[src/rtl/irq_router_pkg.sv]
package irq_router_pkg;
  localparam int unsigned DefNumSrc = 10;
  localparam int unsigned DefNumTgt = 9;
  localparam int unsigned DefPrioW  = 3;

  function automatic int unsigned idw(int unsigned n);
    return $clog2(n + 1);
  endfunction

  function automatic int unsigned tgtw(int unsigned n);
    return (n > 1) ? $clog2(n) : 1;
  endfunction
endpackage

[src/rtl/irq_gateway.sv]
module irq_gateway (
  input  logic clk_i,
  input  logic rst_ni,
  input  logic req_i,
  input  logic claim_i,
  input  logic cmpl_i,
  output logic pend_o,
  output logic busy_o
);
  logic pend_q, busy_q;

  always_ff @(posedge clk_i or negedge rst_ni) begin
    if (!rst_ni) begin
      pend_q <= 1'b0;
      busy_q <= 1'b0;
    end else if (claim_i) begin
      pend_q <= 1'b0;
      busy_q <= 1'b1;
    end else if (cmpl_i && busy_q) begin
      busy_q <= 1'b0;
    end else if (req_i && !busy_q) begin
      pend_q <= 1'b1;
    end
  end

  assign pend_o = pend_q;
  assign busy_o = busy_q;
endmodule

[src/rtl/irq_tgt_arb.sv]
module irq_tgt_arb #(
  parameter int unsigned NUM_SRC = 10,
  parameter int unsigned PRIO_W  = 3,
  parameter int unsigned ID_W    = 4
) (
  input  logic [NUM_SRC:1]             pend_i,
  input  logic [NUM_SRC:1]             en_i,
  input  logic [NUM_SRC:1][PRIO_W-1:0] prio_i,
  output logic [ID_W-1:0]              id_o,
  output logic [PRIO_W-1:0]            prio_o
);
  // ascending scan, strict compare: lower ID keeps ties
  always_comb begin
    id_o   = '0;
    prio_o = '0;
    for (int s = 1; s <= NUM_SRC; s++) begin
      if (pend_i[s] && en_i[s] && (prio_i[s] > prio_o)) begin
        prio_o = prio_i[s];
        id_o   = ID_W'(s);
      end
    end
  end
endmodule

[src/rtl/irq_router.sv]
module irq_router
  import irq_router_pkg::*;
#(
  parameter int unsigned NUM_SRC = DefNumSrc,
  parameter int unsigned NUM_TGT = DefNumTgt,
  parameter int unsigned PRIO_W  = DefPrioW,
  parameter int unsigned ID_W    = idw(NUM_SRC),
  parameter int unsigned TGT_W   = tgtw(NUM_TGT)
) (
  input  logic               clk_i,
  input  logic               rst_ni,
  input  logic [NUM_SRC-1:0] src_i,
  input  logic               prio_we_i,
  input  logic [ID_W-1:0]    prio_id_i,
  input  logic [PRIO_W-1:0]  prio_val_i,
  input  logic               en_we_i,
  input  logic [TGT_W-1:0]   en_tgt_i,
  input  logic [ID_W-1:0]    en_id_i,
  input  logic               en_val_i,
  input  logic               thr_we_i,
  input  logic [TGT_W-1:0]   thr_tgt_i,
  input  logic [PRIO_W-1:0]  thr_val_i,
  input  logic               claim_i,
  input  logic [TGT_W-1:0]   claim_tgt_i,
  output logic [ID_W-1:0]    claim_id_o,
  input  logic               cmpl_i,
  input  logic [TGT_W-1:0]   cmpl_tgt_i,
  input  logic [ID_W-1:0]    cmpl_id_i,
  output logic [NUM_TGT-1:0] irq_o
);
  logic [NUM_SRC:1][PRIO_W-1:0]  prio_q;
  logic [NUM_TGT-1:0][NUM_SRC:1] en_q;
  logic [NUM_TGT-1:0][PRIO_W-1:0] thr_q;
  logic [NUM_TGT-1:0][ID_W-1:0]   best_id;
  logic [NUM_TGT-1:0][PRIO_W-1:0] best_prio;
  logic [NUM_SRC:1] pend, busy, claim_hit, cmpl_hit;
  logic [NUM_SRC:1] cmpl_row;
  logic [NUM_TGT-1:0] irq_q;

  // priority registers
  always_ff @(posedge clk_i or negedge rst_ni) begin
    if (!rst_ni) prio_q <= '0;
    else if (prio_we_i) begin
      for (int s = 1; s <= NUM_SRC; s++)
        if (prio_id_i == ID_W'(s)) prio_q[s] <= prio_val_i;
    end
  end

  // enable and threshold registers
  always_ff @(posedge clk_i or negedge rst_ni) begin
    if (!rst_ni) begin
      en_q  <= '0;
      thr_q <= '0;
    end else begin
      for (int t = 0; t < NUM_TGT; t++) begin
        if (en_we_i && (en_tgt_i == TGT_W'(t))) begin
          for (int s = 1; s <= NUM_SRC; s++)
            if (en_id_i == ID_W'(s)) en_q[t][s] <= en_val_i;
        end
        if (thr_we_i && (thr_tgt_i == TGT_W'(t))) thr_q[t] <= thr_val_i;
      end
    end
  end

  // claim and completion target muxes
  always_comb begin
    claim_id_o = '0;
    cmpl_row   = '0;
    for (int t = 0; t < NUM_TGT; t++) begin
      if (claim_i && (claim_tgt_i == TGT_W'(t))) claim_id_o = best_id[t];
      if (cmpl_i && (cmpl_tgt_i == TGT_W'(t)))   cmpl_row   = en_q[t];
    end
  end

  for (genvar s = 1; s <= NUM_SRC; s++) begin : g_src
    assign claim_hit[s] = (claim_id_o == ID_W'(s));
    assign cmpl_hit[s]  = cmpl_i && (cmpl_id_i == ID_W'(s)) && cmpl_row[s];

    irq_gateway i_gw (
      .clk_i   (clk_i),
      .rst_ni  (rst_ni),
      .req_i   (src_i[s-1]),
      .claim_i (claim_hit[s]),
      .cmpl_i  (cmpl_hit[s]),
      .pend_o  (pend[s]),
      .busy_o  (busy[s])
    );
  end

  for (genvar t = 0; t < NUM_TGT; t++) begin : g_tgt
    irq_tgt_arb #(
      .NUM_SRC (NUM_SRC),
      .PRIO_W  (PRIO_W),
      .ID_W    (ID_W)
    ) i_arb (
      .pend_i (pend),
      .en_i   (en_q[t]),
      .prio_i (prio_q),
      .id_o   (best_id[t]),
      .prio_o (best_prio[t])
    );

    always_ff @(posedge clk_i or negedge rst_ni) begin
      if (!rst_ni) irq_q[t] <= 1'b0;
      else         irq_q[t] <= (best_id[t] != '0) && (best_prio[t] >= thr_q[t]);
    end
  end

  assign irq_o = irq_q;
endmodule

[config.mk]
export PLATFORM = sky130hd
export DESIGN_NAME = irq_router
export DESIGN_NICKNAME = d
export VERILOG_FILES = /design/src/rtl/irq_router_pkg.sv /design/src/rtl/irq_gateway.sv /design/src/rtl/irq_tgt_arb.sv /design/src/rtl/irq_router.sv
export SDC_FILE = /design/constraint.sdc
export NUM_CORES = 1
export LEC_CHECK = 0
export BUFFER_PORTS_ARGS = -buffer_cell sky130_fd_sc_hd__buf_2
export CAP_MARGIN = 15
export CORE_AREA = 2 2 198 200
export CTS_CLUSTER_SIZE = 8
export DETAILED_ROUTE_END_ITERATION = 10
export DIE_AREA = 0 0 200 202
export PLACE_DENSITY = 0.66
export SKIP_CTS_REPAIR_TIMING = 1
export SYNTH_ARGS = -nofsm -noshare
export SYNTH_HDL_FRONTEND = slang
export SYNTH_SLANG_ARGS = --single-unit
[constraint.sdc]
create_clock -name clk_i -period 17.78 [get_ports clk_i]
set_input_delay 1.778 -clock clk_i [delete_from_list [all_inputs] [get_ports clk_i]]
set_output_delay 1.778 -clock clk_i [all_outputs]
set_load 0.05 [all_outputs]
==> metrics.yaml <==
syn_avg_cell_area_sq_um: 8.42
period_share_pct: 95.8
multi_input_area_sq_um: 13700
syn-num-nets: 2543
layout_common_cells: "nand2_1, ha_1, mux2_2, inv_1, dfrtp_1"
final_util_pct: 54.3
hold_slack_ns: 0.509
cpMostUsedCell: "a21oi_1"
cp.required_ns: 16.00
clock_latency_ns: 0.47
io_pins: 65
viasPerCell: 6.27
clock_skew_ns: 0.0162
synth_seq_cells: 176
reg2regPathDepth: 64
die_w_um: 200
power.density_nw_per_um2: 80.5
finalHoldViolations: 0
gp_congestion: 0.941
wl_per_cell_um: 22.8
grt_pass1_vias: 17200
num-fill-cells: 3540
slew_headroom_pct: 34.4
p_leak_nw: 8.95
clock_path_buffers: 2
grt_usage_pct: 32.3
maxCapViolCount: 0
finalNetCount: 2611
max_freq_mhz: 58.7
drt_pass1_iterations: 6
ys_types: 92
cts-root-buf: "clkbuf_16"
antenna_found_initial: 0
tightest_slew_ns: 0.979
endpoint_kind: "output port"
crit_path_start_kind: "flip-flop"
rr_endpoint: "g_src[1].i_gw.pend_o$_DFFE_PN0P_"
layout_commonest_cell: "nand2_1"
regArea_sq_um: 4410
rows: 72
place_area_sq_um: 19900
critPathSlowestCell: "a311oi_1"
outcome: "completed"
rsz0062_at_grt: "yes"
ys_warn_count: 0
yosys.area.top_type: "dfrtp_1"
synth_top_area_share_pct: 23.4
vias: 17800
dieArea_sq_um: 40400
final_antenna_net_count: 0
routed_wl_mm: 64.8
start_util_pct: 49.2
drive_gt1_share_pct: 19.8
die_y_um: 202
cts_tree: "done"
ys.flop_type: "dfrtp_1"
fin_area_sq_um: 20800
diodes: 0
clk_pin_slew_ns: 0.08
rrSetupSlack_ns: 2.77
layout_min_cycle_time_ns: 17.03
clock-sinks: 176
critPathLaunch: "g_src[1].i_gw.pend_o$_DFFE_PN0P_"
dp_hpwl_mm: 51.8
path_max_fanout: 8
path_class: "flip-flop to output port"
arrival_ns: 15.25
fin_ws_ns: 0.748
slew_violations: 0
pre_cts_slack_ns: -0.0152
worstHoldPathType: "flip-flop to flip-flop"
ys_seq_area_share_pct: 23.4
syn-cell-area_sq_um: 18800
slowest_delay_ns: 0.63
ys_top_cells_by_area: "dfrtp_1, ha_1, mux2_2, nand2_1, a21oi_1"
coreArea_sq_um: 38300
r2r-start: "prio_q[4]$_DFFE_PN0P_"
peakVddDrop_v: 0.0000732
grt_pass1_wl_mm: 99.0
setup_tns_ns: 0
async_flop_share_pct: 100
drc: 0
setup_violations: 0
numCtsBuffers: 17
port_buffers: 64
synthCells: 2238
synth_edf_count: 0
area_growth_pct: 10.4
grt_max_degree: 103
cts_htree_levels: 4
drt_iter0_drc: 1930
crit_end: "claim_id_o[2]"
grt_overflow: 0
logic make-up (layout without fill, tap and decap cells):
group / count (synthesis) / count (layout) / share of synthesized area (%)
XOR/XNOR: 2 / 2 / 0.0930
adder cells (fa/ha/maj): 254 / 254 / 16.8
multiplexers: 295 / 295 / 17.3
AO/OA/AOI/OAI: 558 / 558 / 19.7
AND/OR/NAND/NOR: 688 / 688 / 17.3
buffers and inverters: 265 / 345 / 5.38
flip-flops: 176 / 176 / 23.4
stage by stage:
stage	power, mW	instances
global route	1.79	2836
detailed placement	1.25	2795
floorplan	1.01	2238
global placement	1.21	2795
finish	1.67	2836
CTS	1.64	2826
critical path, delay by kind of cell (launching register included):
kind | cells | cell delay, ns
AOI/OAI and AO/OA | 30 | 6.59
adders and majority gates | 9 | 2.15
buffers and inverters | 9 | 1.15
DFF | 1 | 0.46
muxes | 8 | 3.16
and+or+nand+nor | 4 | 1.28
Yosys cell counts (10+ instances only):
cell	instances
nand2_1	262
ha_1	253
mux2_2	218
inv_1	188
dfrtp_1	176
a21oi_1	146
nor2_1	143
o21ai_0	119
mux2i_1	72
a21o_1	64
clkbuf_1	63
nand3_1	61
a311oi_1	54
nor3_1	36
nor2b_1	31
nand2b_1	29
a31oi_1	28
and3_1	27
nand3b_1	15
or2_2	15
and2_1	12
a221oi_1	11
o21bai_1	11
o31ai_1	11
a211oi_1	10
nor3b_1	10
o22ai_1	10
state kept, by name, summed over array words and instances (netlist names):
name	cells
en_q	90
g_src.i_gw.pend_o	10
prio_q	30
g_src.i_gw.busy_o	10
irq_o	9
thr_q	27
per-layer routing:
layer	part of all wire [%]	track usage, %	vias to the layer above
met1	45	45.3	8659
met3	6.8	4.62	99
li1	-	-	8346
met5	0	0	-
met2	46	50.9	691
met4	3.0	10.6	0
area by class of cell:
cell class	instances	area share, %
Timing Repair Buffer	122	3.69
Multi-Input combinational cell	1797	65.8
Tap cell	518	3.12
Clock buffer	18	2.06
Inverter	192	3.48
Clock inverter	13	0.698
Sequential cell	176	21.2
how the worst min path moves through the flow:
| stage | start | end | slack, ns | cells past startpoint |
|---|---|---|---|---|
| 2_1_floorplan | g_src[3].i_gw.busy_o$_DFFE_PN0P_ | g_src[3].i_gw.busy_o$_DFFE_PN0P_ | 0.46 | 2 |
| 3_3_place_gp | thr_q[13]$_DFFE_PN0P_ | thr_q[13]$_DFFE_PN0P_ | 0.49 | 1 |
| 3_5_place_dp | thr_q[14]$_DFFE_PN0P_ | thr_q[14]$_DFFE_PN0P_ | 0.50 | 1 |
| 4_1_cts | thr_q[14]$_DFFE_PN0P_ | thr_q[14]$_DFFE_PN0P_ | 0.51 | 1 |
| 5_1_grt | thr_q[0]$_DFFE_PN0P_ | thr_q[0]$_DFFE_PN0P_ | 0.53 | 1 |
| 6_report | thr_q[14]$_DFFE_PN0P_ | thr_q[14]$_DFFE_PN0P_ | 0.51 | 1 |
power by group:
group	switching, mW	leakage (nW)	total [mW]	internal, mW
Clock	0.189	0.280	0.387	0.198
Combinational	0.456	6.39	0.756	0.300
Sequential	0.0816	2.27	0.532	0.450
Total	0.726	8.95	1.67	0.948
(Power assumes the default switching activity.)
